$ cat src/rtl/mfd_pkg.sv
package mfd_pkg;

  // Strobes from the sequencer to the datapath
  typedef struct packed {
    logic push;    // accept a symbol into the window buffer
    logic init;    // first step: tree grows from the known start state
    logic step;    // perform one state-parallel ACS step
    logic decide;  // winner-take-all and feed the bit back
  } ctrl_t;

  typedef enum logic [1:0] {
    PH_FILL   = 2'd0,
    PH_RUN    = 2'd1,
    PH_DECIDE = 2'd2
  } phase_t;

endpackage

$ cat src/rtl/mfd_ctrl.sv
module mfd_ctrl
  import mfd_pkg::*;
#(
  parameter int STEPS = 12
) (
  input  logic                       clk,
  input  logic                       rstN,
  input  logic                       symValid,
  output logic                       symReady,
  output ctrl_t                      ctrl,
  output logic [$clog2(STEPS)-1:0]   stepIdx
);
  localparam int CW = $clog2(STEPS + 1);
  localparam int IW = $clog2(STEPS);

  phase_t        phase;
  logic [CW-1:0] fillCnt;
  logic [IW-1:0] stepCnt;

  assign symReady    = (phase == PH_FILL);
  assign ctrl.push   = symValid && symReady;
  assign ctrl.step   = (phase == PH_RUN);
  assign ctrl.init   = (phase == PH_RUN) && (stepCnt == '0);
  assign ctrl.decide = (phase == PH_DECIDE);
  assign stepIdx     = stepCnt;

  always_ff @(posedge clk) begin
    if (!rstN) begin
      phase   <= PH_FILL;
      fillCnt <= '0;
      stepCnt <= '0;
    end else begin
      unique case (phase)
        PH_FILL: if (ctrl.push) begin
          fillCnt <= fillCnt + 1'b1;
          if (fillCnt == CW'(STEPS - 1)) begin
            phase   <= PH_RUN;
            stepCnt <= '0;
          end
        end
        PH_RUN: begin
          stepCnt <= stepCnt + 1'b1;
          if (stepCnt == IW'(STEPS - 1)) phase <= PH_DECIDE;
        end
        PH_DECIDE: begin
          fillCnt <= fillCnt - 1'b1;
          phase   <= PH_FILL;
        end
        default: phase <= PH_FILL;
      endcase
    end
  end

  AST_FILL_BOUND: assert property (@(posedge clk) disable iff (!rstN)
    fillCnt <= CW'(STEPS));
  AST_RUN_AFTER_FULL: assert property (@(posedge clk) disable iff (!rstN)
    (ctrl.push && fillCnt == CW'(STEPS - 1)) |=> (ctrl.init && !symReady));
  AST_SLIDE_ONE: assert property (@(posedge clk) disable iff (!rstN)
    ctrl.decide |=> (symReady && fillCnt == CW'(STEPS - 1)));

endmodule

$ cat src/rtl/mfd_datapath.sv
module mfd_datapath
  import mfd_pkg::*;
#(
  parameter int          K     = 3,
  parameter int          STEPS = 12,
  parameter logic [K-1:0] G0   = 3'b111,
  parameter logic [K-1:0] G1   = 3'b101
) (
  input  logic                     clk,
  input  logic                     rstN,
  input  ctrl_t                    ctrl,
  input  logic [$clog2(STEPS)-1:0] stepIdx,
  input  logic [1:0]               symData,
  output logic                     bitValid,
  output logic                     bitData
);
  localparam int M  = K - 1;
  localparam int NS = 1 << M;
  localparam int MW = $clog2(2 * STEPS + 1);

  logic [1:0]    symBuf [STEPS];
  logic [MW-1:0] metric [NS];
  logic [NS-1:0] metValid;
  logic [NS-1:0] tagBit;
  logic [M-1:0]  startState;

  logic [MW-1:0] prevMet  [NS];
  logic [NS-1:0] prevValid;
  logic [MW-1:0] nextMet  [NS];
  logic [NS-1:0] nextValid;
  logic [NS-1:0] nextTag;
  logic [1:0]    symCur;
  logic          winTag;

  function automatic logic [1:0] encOut(input logic [M-1:0] s, input logic u);
    logic [K-1:0] r;
    r = {u, s};
    return {^(r & G0), ^(r & G1)};
  endfunction

  function automatic logic [MW-1:0] hamDist(input logic [1:0] a, input logic [1:0] b);
    logic [1:0] d;
    d = a ^ b;
    return MW'(d[1]) + MW'(d[0]);
  endfunction

  // Symbol storage: newest enters at the top, oldest leaves at index 0
  always_ff @(posedge clk) begin
    if (!rstN) begin
      for (int i = 0; i < STEPS; i++) symBuf[i] <= '0;
    end else if (ctrl.push) begin
      for (int i = 0; i < STEPS - 1; i++) symBuf[i] <= symBuf[i + 1];
      symBuf[STEPS - 1] <= symData;
    end
  end

  assign symCur = symBuf[stepIdx];

  // Predecessor view: on the first step only the known state is alive
  always_comb begin
    for (int s = 0; s < NS; s++) begin
      prevValid[s] = ctrl.init ? (startState == M'(s)) : metValid[s];
      prevMet[s]   = ctrl.init ? '0 : metric[s];
    end
  end

  // State-parallel add-compare-select with first-bit tags
  for (genvar ns = 0; ns < NS; ns++) begin : g_acs
    localparam int   P0 = (ns * 2) % NS;
    localparam int   P1 = P0 + 1;
    localparam logic UB = (ns >= NS / 2);
    logic [MW-1:0] cand0, cand1;
    logic          pick1;
    assign cand0 = prevMet[P0] + hamDist(symCur, encOut(M'(P0), UB));
    assign cand1 = prevMet[P1] + hamDist(symCur, encOut(M'(P1), UB));
    assign pick1 = prevValid[P1] && (!prevValid[P0] || (cand1 < cand0));
    assign nextMet[ns]   = pick1 ? cand1 : cand0;
    assign nextValid[ns] = prevValid[P0] || prevValid[P1];
    assign nextTag[ns]   = ctrl.init ? UB : (pick1 ? tagBit[P1] : tagBit[P0]);

    AST_NO_OVERFLOW: assert property (@(posedge clk) disable iff (!rstN)
      metValid[ns] |-> (metric[ns] <= MW'(2 * STEPS)));
  end

  always_ff @(posedge clk) begin
    if (!rstN) begin
      for (int s = 0; s < NS; s++) metric[s] <= '0;
      metValid <= '0;
      tagBit   <= '0;
    end else if (ctrl.step) begin
      for (int s = 0; s < NS; s++) metric[s] <= nextMet[s];
      metValid <= nextValid;
      tagBit   <= nextTag;
    end
  end

  // Winner-take-all: lowest metric, lower state index on ties
  always_comb begin
    logic [MW-1:0] best;
    logic          found;
    best   = '0;
    found  = 1'b0;
    winTag = 1'b0;
    for (int s = 0; s < NS; s++) begin
      if (metValid[s] && (!found || metric[s] < best)) begin
        best   = metric[s];
        found  = 1'b1;
        winTag = tagBit[s];
      end
    end
  end

  always_ff @(posedge clk) begin
    if (!rstN) begin
      startState <= '0;
      bitData    <= 1'b0;
      bitValid   <= 1'b0;
    end else begin
      bitValid <= ctrl.decide;
      if (ctrl.decide) begin
        bitData    <= winTag;
        startState <= {winTag, startState[M-1:1]};
      end
    end
  end

  AST_LIVE_NODE: assert property (@(posedge clk) disable iff (!rstN)
    ctrl.decide |-> (metValid != '0));
  AST_FEEDBACK: assert property (@(posedge clk) disable iff (!rstN)
    bitValid |-> (startState[M-1] == bitData));

endmodule

$ cat src/rtl/mfd_decoder.sv
module mfd_decoder
  import mfd_pkg::*;
#(
  parameter int           K  = 3,
  parameter int           W  = 5 * K,
  parameter logic [K-1:0] G0 = 3'b111,
  parameter logic [K-1:0] G1 = 3'b101
) (
  input  logic       clk,
  input  logic       rstN,
  input  logic       symValid,
  input  logic [1:0] symData,
  output logic       symReady,
  output logic       bitValid,
  output logic       bitData
);
  localparam int STEPS = W - K;
  localparam int IW    = $clog2(STEPS);

  ctrl_t         ctrl;
  logic [IW-1:0] stepIdx;

  mfd_ctrl #(.STEPS(STEPS)) u_ctrl (
    .clk      (clk),
    .rstN     (rstN),
    .symValid (symValid),
    .symReady (symReady),
    .ctrl     (ctrl),
    .stepIdx  (stepIdx)
  );

  mfd_datapath #(.K(K), .STEPS(STEPS), .G0(G0), .G1(G1)) u_dp (
    .clk      (clk),
    .rstN     (rstN),
    .ctrl     (ctrl),
    .stepIdx  (stepIdx),
    .symData  (symData),
    .bitValid (bitValid),
    .bitData  (bitData)
  );

  AST_OUT_PULSE: assert property (@(posedge clk) disable iff (!rstN)
    bitValid |=> !bitValid);
  AST_READY_ON_OUT: assert property (@(posedge clk) disable iff (!rstN)
    bitValid |-> symReady);

endmodule

$ cat config.mk
export PLATFORM = sky130hd
export DESIGN_NAME = mfd_decoder
export DESIGN_NICKNAME = d
export VERILOG_FILES = /design/src/rtl/mfd_pkg.sv /design/src/rtl/mfd_ctrl.sv /design/src/rtl/mfd_datapath.sv /design/src/rtl/mfd_decoder.sv
export SDC_FILE = /design/constraint.sdc
export NUM_CORES = 1
export LEC_CHECK = 0
export BUFFER_PORTS_ARGS = -buffer_cell sky130_fd_sc_hd__buf_2
export CAP_MARGIN = 40
export CORE_AREA = 3 3 143 110
export CTS_CLUSTER_SIZE = 30
export DETAILED_ROUTE_END_ITERATION = 7
export DIE_AREA = 0 0 146 113
export GPL_TIMING_DRIVEN = 0
export SKIP_CTS_REPAIR_TIMING = 1
export SKIP_LAST_GASP = 1
export SLEW_MARGIN = 20
export SYNTH_ARGS = -nofsm -noshare
export SYNTH_HDL_FRONTEND = slang
export SYNTH_SLANG_ARGS = --single-unit
$ cat constraint.sdc
create_clock -name clk -period 5.85 [get_ports clk]
set_input_delay 1.17 -clock clk [delete_from_list [all_inputs] [get_ports clk]]
set_output_delay 1.17 -clock clk [all_outputs]
set_load 0.1 [all_outputs]
==> implementation parameters, run 1 <==
Parameter                              Value

Route
  DRC marker count from the first detailed-route iteration    217
  Final Routed Wirelength    11,390 microns
  Average detailed-routed wire length per instance    15.70 microns
  Detailed-route vias per instance    5.073
  Post-route DRC violation count    0
  Final ANT Viol Nets    0
  Total iterations of the first detailed-routing run    4
  Via count    3,678

Die
  Starting Density    33.82%
  Number of placement rows    38
  Area of the core    14,410 sq um
  Floorplan die area    16,500 sq um
  Die boundary height    113 microns
  IO Count    8
  Die Span X    146 microns

Place
  Number of I/O port buffers    6
  RD Place Congestion    ~0.85
  Cells after DPL    around 710
  Sum of net half-perimeters after detailed placement    8610 microns

Synth
  Cell types occupying the most area after synthesis    sky130_fd_sc_hd__edfxtp_1 (27%), sky130_fd_sc_hd__ha_1 (12%), sky130_fd_sc_hd__dfxtp_1 (9.5%), sky130_fd_sc_hd__and2_1 (4.1%), sky130_fd_sc_hd__a21oi_1 (3.9%)
  Mapped Nets    562
  Synthesized flop and latch total    67
  Sequential fraction of the synthesis area    36.57%
  Total standard cell area after synthesis    4872 sq um
  Top_reg_cell synth    sky130_fd_sc_hd__edfxtp_1
  Synthesized instance count    500
  Number of synthesized flops with an enable pin    44
  Warnings from Yosys    0
  Post-synth ARST share    0%
  Synth top area share    27.12%
  Post-synthesis cell type count    just under 60
  Syn Area/Cell    about 9.7 sq um
  Leading post-synthesis cells by instance count    sky130_fd_sc_hd__ha_1 (48), sky130_fd_sc_hd__nand2_1 (48), sky130_fd_sc_hd__edfxtp_1 (44)
  Leading area contributor after synthesis    sky130_fd_sc_hd__edfxtp_1

Clocking
  Maximum level of the CTS H-tree    3
  Max clock buf depth    2
  Worst-Skew Late Latency    0.34 ns
  Clock tree from TritonCTS    built
  Cts bufs inserted    9
  Reg clk slew, reported paths    approximately 0.06 ns
  TritonCTS sink count    67
  Root Driver    sky130_fd_sc_hd__clkbuf_16

GRT
  Gr ovfl total    0
  Largest net degree at the start of global routing    18
  Number of global-route vias before repair    approximately 3,700
  Overall Global Routing Usage    14.56%
  Wire length of the first global-routing pass    18,950 microns
  Initial antenna violation count    0

Setup path
  Capturing element type of the critical path    flop
  Type of the setup path with the least slack    reg -> reg
  Library cell contributing the largest single delay on the critical path    sky130_fd_sc_hd__o31ai_2
  Slowest cell delay on critical path    roughly 0.42 ns
  Worst path required time    6.07 ns
  Crit-path cells    clkbuf_4 > clkbuf_4 > nand2_1 > ha_1 > a21oi_1 > nand2_1 > o221a_4 > a211oi_4 > nor2_1 > a21oi_1 > ha_1 > a21o_2 > a211oi_2 > a21oi_1 > o21ai_1 > o221ai_2 > mux2_1 > ha_1 > nand4_1 > o31ai_2 > o22ai_1 > a31o_1
  Worst R2R Start    u_dp.metValid[2]
  Largest fanout of any net on the critical path    10
  Buffer and inverter count on the worst path    2
  Crit path max-delay family    compound AO/OA/AOI/OAI gates
  Startpoint types    flop
  Worst setup path start    u_dp.metValid[2]
  Worst Path Arrival    approximately 5.8 ns

Timing
  Relative max-transition margin    50.03%
  Time the final worst path needs with I/O delays and setup    5.600 ns
  Fmax    178.6 MHz
  Number of endpoints failing setup at the final stage    0
  Fraction of the cycle the final worst path needs    95.72%
  Hold violation count in the final report    0
  RSZ-0062 raised after global routing    no
  Slew at the pin closest to its max-slew limit    0.7451 ns
  Max-slew violation count    0
  Setup TNS    0 ns
  Skew final    about 0.013 ns
  Worst hold slack after final layout    about 0.5 ns

Final layout
  Post-Route Utilization    about two fifths
  Fin cells    ~730
  Proportion of layout cells with a drive suffix above 1    between 10% and 20%
  Number of nets in the layout    582
  Number of antenna diodes    0
  Area added between synthesis and finish    12.79%

Worst hold path
  Hold WC Path Type    reg -> reg
  Hold wc startpoint    u_ctrl.fillCnt[3]

Job
  Count of max-cap constraint violations    0

Power
  Peak VDD IR    150.7 uV
  Total power per unit cell area    225.1 nW/um^2
  Standby leakage power    2.142 nW
  Total power draw    0.001237 W

Run status
  Run status    finished clean
[worst reg2reg max path, cell delays in order, from the launching register on]
cell and delay (ns):
sky130_fd_sc_hd__dfxtp_1 0.38, sky130_fd_sc_hd__clkbuf_4 0.26, sky130_fd_sc_hd__clkbuf_4 0.25, sky130_fd_sc_hd__nand2_1 0.10
sky130_fd_sc_hd__ha_1 0.35, sky130_fd_sc_hd__a21oi_1 0.16, sky130_fd_sc_hd__nand2_1 0.10, sky130_fd_sc_hd__o221a_4 0.27
sky130_fd_sc_hd__a211oi_4 0.32, sky130_fd_sc_hd__nor2_1 0.07, sky130_fd_sc_hd__a21oi_1 0.20, sky130_fd_sc_hd__ha_1 0.31
sky130_fd_sc_hd__a21o_2 0.21, sky130_fd_sc_hd__a211oi_2 0.32, sky130_fd_sc_hd__a21oi_1 0.11, sky130_fd_sc_hd__o21ai_1 0.17
sky130_fd_sc_hd__o221ai_2 0.26, sky130_fd_sc_hd__mux2_1 0.38, sky130_fd_sc_hd__ha_1 0.30, sky130_fd_sc_hd__nand4_1 0.14
sky130_fd_sc_hd__o31ai_2 0.42, sky130_fd_sc_hd__o22ai_1 0.17, sky130_fd_sc_hd__a31o_1 0.22
[per-stage QoR]
step | worst slack [ns] | cell area (sq um)
floorplan | 1.027 | 4872
global placement | 0.1050 | 5152
detailed placement | 0.1058 | 5182
CTS | 0.03392 | 5478
global route | 0.01244 | 5495
finish | 0.2501 | 5495
[registers in the layout, indices dropped and copies added (netlist names), named ones only]
signal / flops
u_ctrl.fillCnt: 4
u_ctrl.phase: 2
u_ctrl.stepIdx: 4
u_dp.bitValid: 1
u_dp.metValid: 2
u_dp.metric: 20
u_dp.startState: 2
u_dp.symBuf: 24
u_dp.tagBit: 4
[placed cells by master, fill, tap and decap left out, types with 3 or more instances in the layout]
| cell type | instances |
|---|---|
| sky130_fd_sc_hd__mux2_2 | 4 |
| sky130_fd_sc_hd__xnor2_1 | 14 |
| sky130_fd_sc_hd__o21ai_1 | 3 |
| sky130_fd_sc_hd__inv_1 | 36 |
| sky130_fd_sc_hd__nand2b_1 | 3 |
| sky130_fd_sc_hd__xor2_1 | 8 |
| sky130_fd_sc_hd__nor2b_1 | 11 |
| sky130_fd_sc_hd__a21boi_0 | 3 |
| sky130_fd_sc_hd__ha_1 | 48 |
| sky130_fd_sc_hd__edfxtp_1 | 44 |
| sky130_fd_sc_hd__mux4_2 | 6 |
| sky130_fd_sc_hd__o31ai_1 | 4 |
| sky130_fd_sc_hd__and2_1 | 32 |
| sky130_fd_sc_hd__nand3_1 | 12 |
| sky130_fd_sc_hd__a21oi_1 | 38 |
| sky130_fd_sc_hd__dfxtp_1 | 23 |
| sky130_fd_sc_hd__or3_1 | 5 |
| sky130_fd_sc_hd__fa_1 | 9 |
| sky130_fd_sc_hd__or2_2 | 5 |
| sky130_fd_sc_hd__buf_2 | 8 |
| sky130_fd_sc_hd__nand4_1 | 5 |
| sky130_fd_sc_hd__mux2i_1 | 15 |
| sky130_fd_sc_hd__nand2_1 | 48 |
| sky130_fd_sc_hd__nor3_1 | 4 |
| sky130_fd_sc_hd__a21o_1 | 6 |
| sky130_fd_sc_hd__clkbuf_16 | 9 |
| sky130_fd_sc_hd__clkbuf_1 | 14 |
| sky130_fd_sc_hd__o21ai_0 | 15 |
| sky130_fd_sc_hd__nor2_1 | 41 |
[layout make-up]
type	count	area, sq um
Buffer	18	77.57
Clock buffer	10	229.0
Clock inverter	6	66.31
Fill cell	1396	8911
Inverter	38	150.1
Multi-Input combinational cell	377	2873
Sequential cell	67	1782
Tap cell	200	250.2
Timing Repair Buffer	9	67.56
[power by group]
part           internal [W]  switching [W]  total, W
registers          0.000522      0.0000125  0.000535
clock network      0.000331       0.000213  0.000544
logic             0.0000684      0.0000900  0.000158
total              0.000921       0.000315   0.00124
[final timing paths]
path,end,slack [ns],cells past startpoint
worst max register to register,u_dp.startState[1],0.25,22
worst max-delay path,u_dp.startState[1],0.25,22
worst min-delay path,u_ctrl.fillCnt[3],0.50,2
worst min register to register,u_ctrl.fillCnt[3],0.50,2
[routing by layer]
metal	GRT usage, %	routed length (microns)
met3	2.962	490
met5	0	0
met2	21.77	4804
met4	4.950	213
met1	21.10	5878
[kinds of logic (layout without fill, tap and decap cells)]
logic type / count (synthesis) / after routing / synth area share, %
xor+xnor: 22 / 22 / 3.955
mux: 28 / 28 / 7.550
fa+ha+maj: 57 / 57 / 16.02
flops: 67 / 67 / 36.57
simple gates: 175 / 175 / 17.72
buf+inv: 56 / 81 / 4.571
compound gates: 95 / 95 / 13.61
Power figures use the tool's default switching activity.
==> run 2: changes to the inputs <==
Settings changed: CORE_AREA 3 3 143 110 to 3 3 125 97, DIE_AREA 0 0 146 113 to 0 0 128 100.
==> implementation parameters, run 2 (synthesis results as in run 1) <==
Parameter                              Value

Run status
  Run status    finished clean

GRT
  Largest net degree at the start of global routing    16
  Wire length of the first global-routing pass    about 19,000 microns
  Overall Global Routing Usage    a little under a fifth
  Initial antenna violation count    0
  Gr ovfl total    0
  Number of global-route vias before repair    3,526

Route
  Detailed-route vias per instance    5.501
  Final Routed Wirelength    11,710 microns
  Post-route DRC violation count    0
  Final ANT Viol Nets    0
  Via count    3,680
  Total iterations of the first detailed-routing run    5
  DRC marker count from the first detailed-route iteration    233
  Average detailed-routed wire length per instance    17.50 microns

Place
  Number of I/O port buffers    6
  Sum of net half-perimeters after detailed placement    8770 microns
  Cells after DPL    648
  RD Place Congestion    0.8609

Die
  Area of the core    10,900 sq um
  IO Count    8
  Number of placement rows    33
  Die Span X    between 100 and 150 microns
  Floorplan die area    roughly 13,000 sq um
  Die boundary height    100 microns
  Starting Density    44.70%

Timing
  Relative max-transition margin    46.80%
  Time the final worst path needs with I/O delays and setup    5.533 ns
  Slew at the pin closest to its max-slew limit    0.7981 ns
  Worst hold slack after final layout    0.5031 ns
  Hold violation count in the final report    0
  RSZ-0062 raised after global routing    no
  Skew final    0.01074 ns
  Max-slew violation count    0
  Fmax    180.7 MHz
  Number of endpoints failing setup at the final stage    0
  Fraction of the cycle the final worst path needs    94.59%

Job
  Count of max-cap constraint violations    0

Worst hold path
  Instance count along the most critical hold path    2
  Hold WC Path Type    reg -> reg
  Hold wc startpoint    u_ctrl.fillCnt[3]
  Worst Hold End    u_ctrl.fillCnt[3]

Setup path
  Length in cells of the worst reg-to-reg path    23
  Slowest cell delay on critical path    approximately 0.36 ns
  Worst R2R Start    u_dp.metValid[2]
  Worst Path Arrival    5.77 ns
  Largest fanout of any net on the critical path    10
  Crit-path cells    clkbuf_4 > buf_2 > nand2_1 > ha_1 > a21oi_1 > nand2_1 > o221a_4 > a211oi_4 > nor2_1 > a21oi_1 > ha_1 > a21o_2 > a211oi_4 > a21oi_1 > o21ai_2 > o221ai_4 > mux2_1 > ha_1 > nand4_1 > o2111a_1 > o31ai_4 > o22ai_1 > a31o_1
  Capturing element type of the critical path    flop
  Type of the setup path with the least slack    reg -> reg
  Internal reg-to-reg setup slack    0.32 ns
  Worst path required time    6.09 ns
  Library cell contributing the largest single delay on the critical path    sky130_fd_sc_hd__dfxtp_1
  Reg-to-Reg End    u_dp.startState[1]
  Startpoint types    flop

Power
  Total power per unit cell area    237.3 nW/um^2
  Peak VDD IR    around 130 uV
  Standby leakage power    about 2.2 nW

Final layout
  Fillers    1,024
  Number of antenna diodes    0
  Proportion of layout cells with a drive suffix above 1    between 10 and 15%
  Fin cells    669
  Number of nets in the layout    586
  Largest Register    u_dp.symBuf
  Number of flip-flops under the largest register name    24
  Area added between synthesis and finish    13.15%
  Top library cells by usage in the layout, fill and taps aside    sky130_fd_sc_hd__nand2_1 (48), sky130_fd_sc_hd__ha_1 (48), sky130_fd_sc_hd__edfxtp_1 (44), sky130_fd_sc_hd__nor2_1 (41), sky130_fd_sc_hd__a21oi_1 (38)
  Regs by FF count    u_dp.symBuf (24), u_dp.metric (20)

Clocking
  Root Driver    sky130_fd_sc_hd__clkbuf_16
  Max clock buf depth    2
  Worst-Skew Late Latency    0.34 ns
  Maximum level of the CTS H-tree    3
  Reg clk slew, reported paths    around 0.07 ns
  Clock tree from TritonCTS    built
  Cts bufs inserted    9
  TritonCTS sink count    67
==> run 2: cell types whose count changed in the layout (fill, tap and decap cells not counted), sizes merged <==
| cell | change |
|---|---|
| buf | +5 |
| inv | +4 |
| clkbuf | -2 |
| clkinv | -2 |
| clkinvlp | -2 |
| bufinv | +1 |
==> run 2: worst max-delay path, delay by kind of cell, from the launching register on <==
kind                     cells  cell delay, ns
AO/OA/AOI/OAI               13            2.71
adder cells (fa/ha/maj)      3            0.98
AND/OR/NAND/NOR              4            0.51
buffers and inverters        2            0.50
flip-flops                   1            0.36
multiplexers                 1            0.35
==> run 2: how the worst max path moves through the flow <==
stage | endpoint | slack, ns | from | depth (start not counted)
2_1_floorplan | u_dp.startState[1] | 1.03 | u_dp.metValid[2] | 23
3_3_place_gp | u_dp.startState[1] | 0.05 | u_dp.metValid[2] | 22
3_5_place_dp | u_dp.startState[1] | -0.002 | u_dp.metValid[2] | 22
4_1_cts | u_dp.startState[1] | -0.07 | u_dp.metValid[2] | 22
5_1_grt | u_dp.startState[1] | 0.03 | u_dp.metValid[2] | 22
6_report | u_dp.startState[1] | 0.32 | u_dp.metValid[2] | 23
==> run 2: layout make-up <==
class	count	area (sq um)	area share [%]
tap	140	175.2	3.177
clock inverter	7	103.9	1.884
inverter	38	150.1	2.724
multi-input combinational	377	2904	52.68
sequential	67	1782	32.32
buffer	18	75.07	1.362
clock buffer	9	225.2	4.085
timing repair buffer	13	97.59	1.770
==> run 2: per-layer routing <==
layer,global-route usage (%),routed length (microns)
met3,4.362,736
met4,5.546,175
met2,26.51,4733
met1,29.12,6061
met5,0,0
==> run 2: power breakdown <==
part           internal, W  total (W)  switching [W]
clock             0.000381   0.000612       0.000231
sequential        0.000522   0.000534      0.0000121
combinational    0.0000692   0.000162      0.0000926
total             0.000972    0.00131       0.000336
==> run 2: through the flow <==
stage               total power, W  setup WS [ns]  area [sq um]  util (%)   TNS (ns)
floorplan                0.0006569          1.027          4872         -          0
global placement         0.0006946        0.05045          5077     46.58          0
detailed placement       0.0007025      -0.002203          5107     46.85  -0.002203
CTS                       0.001314       -0.06760          5436     49.87   -0.06760
global route              0.001360        0.03396          5513     50.57          0
finish                    0.001308         0.3166          5513     50.57          0
==> run 3: changes to the inputs <==
Settings changed: PLACE_DENSITY set to 0.59.
==> implementation parameters, run 3 (synthesis results as in run 1) <==
Parameter                              Value

Setup path
  Internal reg-to-reg setup slack    between 0.3 and 0.4 ns
  Worst path required time    about 6.1 ns
  Library cell contributing the largest single delay on the critical path    sky130_fd_sc_hd__o31ai_2
  Cell repeated most along the worst path    sky130_fd_sc_hd__ha_1
  Capturing element type of the critical path    flop
  Startpoint types    flop
  Buffer and inverter count on the worst path    2
  Largest fanout of any net on the critical path    10
  Reg-to-Reg End    u_dp.startState[1]
  Type of the setup path with the least slack    reg -> reg
  Crit-path cells    clkbuf_4 > clkbuf_4 > nand2_1 > ha_1 > a21oi_1 > nand2_1 > o221a_4 > a211oi_4 > nor2_1 > a21oi_2 > ha_1 > a21o_2 > a211oi_4 > a21oi_1 > o21ai_1 > o221ai_4 > mux2_1 > ha_1 > nand4_1 > o31ai_2 > o22ai_1 > a31o_1
  Length in cells of the worst reg-to-reg path    22
  Worst R2R Start    u_dp.metValid[2]
  Crit path max-delay family    compound AO/OA/AOI/OAI gates
  Worst Path Arrival    just under 6 ns
  Slowest cell delay on critical path    ~0.42 ns

GRT
  Number of global-route vias before repair    3,562
  Largest net degree at the start of global routing    17
  Wire length of the first global-routing pass    18,610 microns
  Overall Global Routing Usage    18.73%
  Initial antenna violation count    0
  Gr ovfl total    0

Clocking
  TritonCTS sink count    67
  Max clock buf depth    2
  Maximum level of the CTS H-tree    3
  Worst-Skew Late Latency    about 0.33 ns
  Root Driver    sky130_fd_sc_hd__clkbuf_16
  Clock tree from TritonCTS    built
  Reg clk slew, reported paths    0.06 ns
  Cts bufs inserted    9

Timing
  Slew at the pin closest to its max-slew limit    0.7110 ns
  Setup TNS    0 ns
  Number of endpoints failing setup at the final stage    0
  Hold violation count in the final report    0
  Fmax    180.3 MHz
  Worst path setup slack after routing    0.3044 ns
  Fraction of the cycle the final worst path needs    94.80%
  Relative max-transition margin    52.32%
  Worst hold slack after final layout    0.4988 ns
  Max-slew violation count    0
  Time the final worst path needs with I/O delays and setup    around 5.5 ns
  Skew final    around 0.0052 ns

Route
  Total iterations of the first detailed-routing run    5
  Average detailed-routed wire length per instance    about 17 microns
  DRC marker count from the first detailed-route iteration    240
  Post-route DRC violation count    0
  Final ANT Viol Nets    0
  Detailed-route vias per instance    5.453
  Final Routed Wirelength    11,290 microns
  Via count    3,632

Power
  Peak VDD IR    between 100 and 150 uV
  Part of the total power dissipated in the clock network    41.6%
  Reg power frac    ~45%
  Standby leakage power    2.153 nW
  Total power per unit cell area    218.9 nW/um^2
  Relative contribution of combinational cells to total power    13.4%
  Switching pwr    roughly 0.00031 W
  Internal power consumption    0.0008789 W
  Net switching fraction of the power    between 20 and 30%

Die
  Number of placement rows    33
  IO Count    8
  Die boundary height    roughly 100 microns
  Die Span X    roughly 130 microns
  Floorplan die area    12,800 sq um
  Starting Density    44.70%
  Area of the core    10,900 sq um

Final layout
  Number of antenna diodes    0
  Fin cells    about 670
  Area added between synthesis and finish    11.33%
  Proportion of layout cells with a drive suffix above 1    between 10% and 20%
  Number of flip-flops under the largest register name    24
  Number of nets in the layout    slightly below 600
  Largest Register    u_dp.symBuf
  Top library cells by usage in the layout, fill and taps aside    sky130_fd_sc_hd__nand2_1 (48), sky130_fd_sc_hd__ha_1 (48), sky130_fd_sc_hd__edfxtp_1 (44), sky130_fd_sc_hd__nor2_1 (41), sky130_fd_sc_hd__a21oi_1 (37)
  Post-route cell area    5424 sq um
  Regs by FF count    u_dp.symBuf (24), u_dp.metric (20)

Run status
  Run status    finished clean

Job
  Count of max-cap constraint violations    0

Place
  Setup Slack @ Placement    0.02198 ns
  Cells after DPL    648
  Number of I/O port buffers    6
  Sum of net half-perimeters after detailed placement    8726 microns
  RD Place Congestion    around 0.9
  Area after DPL    5107 sq um

Worst hold path
  Hold WC Path Type    reg -> reg
  Worst Hold End    u_ctrl.fillCnt[3]
  Hold wc startpoint    u_ctrl.fillCnt[3]
  Instance count along the most critical hold path    2
## run 3: changes by cell type in the layout (fill, tap and decap cells not counted), sizes merged
cell,change
clkbuf,+2
clkinv,+3
buf,-4
inv,-2
bufinv,-2
## run 3: worst max path at each step
stage,startpoint,end,slack (ns),cells past startpoint
3_5_place_dp,u_dp.metValid[2],u_dp.startState[1],0.02,22
6_report,u_dp.metValid[2],u_dp.startState[1],0.30,22
4_1_cts,u_dp.metValid[2],u_dp.startState[1],-0.04,22
2_1_floorplan,u_dp.metValid[2],u_dp.startState[1],1.03,23
5_1_grt,u_dp.metValid[2],u_dp.startState[1],-0.08,25
3_3_place_gp,u_dp.metValid[2],u_dp.startState[1],0.06,22
## run 3: power groups by stage
stage | logic, W | clock network, W | registers, W
2_1_floorplan | 0.000118 | 0 | 0.000539
3_3_place_gp | 0.000152 | 0 | 0.000544
3_5_place_dp | 0.000159 | 0 | 0.000544
4_1_cts | 0.000160 | 0.000507 | 0.000534
5_1_grt | 0.000182 | 0.000525 | 0.000537
6_report | 0.000159 | 0.000494 | 0.000534
## run 3: worst reg2reg max path, stage by stage, from the launching register on
cell and delay [ns]:
sky130_fd_sc_hd__dfxtp_1 0.37, sky130_fd_sc_hd__clkbuf_4 0.26, sky130_fd_sc_hd__clkbuf_4 0.23, sky130_fd_sc_hd__nand2_1 0.11
sky130_fd_sc_hd__ha_1 0.34, sky130_fd_sc_hd__a21oi_1 0.15, sky130_fd_sc_hd__nand2_1 0.09, sky130_fd_sc_hd__o221a_4 0.27
sky130_fd_sc_hd__a211oi_4 0.34, sky130_fd_sc_hd__nor2_1 0.10, sky130_fd_sc_hd__a21oi_2 0.18, sky130_fd_sc_hd__ha_1 0.29
sky130_fd_sc_hd__a21o_2 0.22, sky130_fd_sc_hd__a211oi_4 0.32, sky130_fd_sc_hd__a21oi_1 0.10, sky130_fd_sc_hd__o21ai_1 0.21
sky130_fd_sc_hd__o221ai_4 0.23, sky130_fd_sc_hd__mux2_1 0.38, sky130_fd_sc_hd__ha_1 0.30, sky130_fd_sc_hd__nand4_1 0.14
sky130_fd_sc_hd__o31ai_2 0.42, sky130_fd_sc_hd__o22ai_1 0.16, sky130_fd_sc_hd__a31o_1 0.21
## run 3: cell type report
class | instances | area [sq um]
clock inverter | 6 | 40.04
timing repair buffer | 10 | 75.07
buffer | 18 | 77.57
multi-input combinational | 377 | 2895
clock buffer | 10 | 229.0
inverter | 38 | 150.1
tap | 140 | 175.2
sequential | 67 | 1782
fill | 1034 | 5477
## run 3: per-layer routing
layer / global-route usage, % / vias up / share of wire (%)
li1: - / 1802 / -
met1: 29.10 / 1728 / 53
met2: 26.27 / 94 / 41
met3: 3.936 / 8 / 5.2
met4: 4.894 / 0 / 0.82
met5: 0 / - / 0
## run 3: per-stage QoR
stage,util [%],total power [W]
5_1_grt,49.76,0.001243
6_report,49.76,0.001187
3_3_place_gp,46.58,0.0006954
3_5_place_dp,46.85,0.0007025
4_1_cts,49.32,0.001201
2_1_floorplan,-,0.0006569
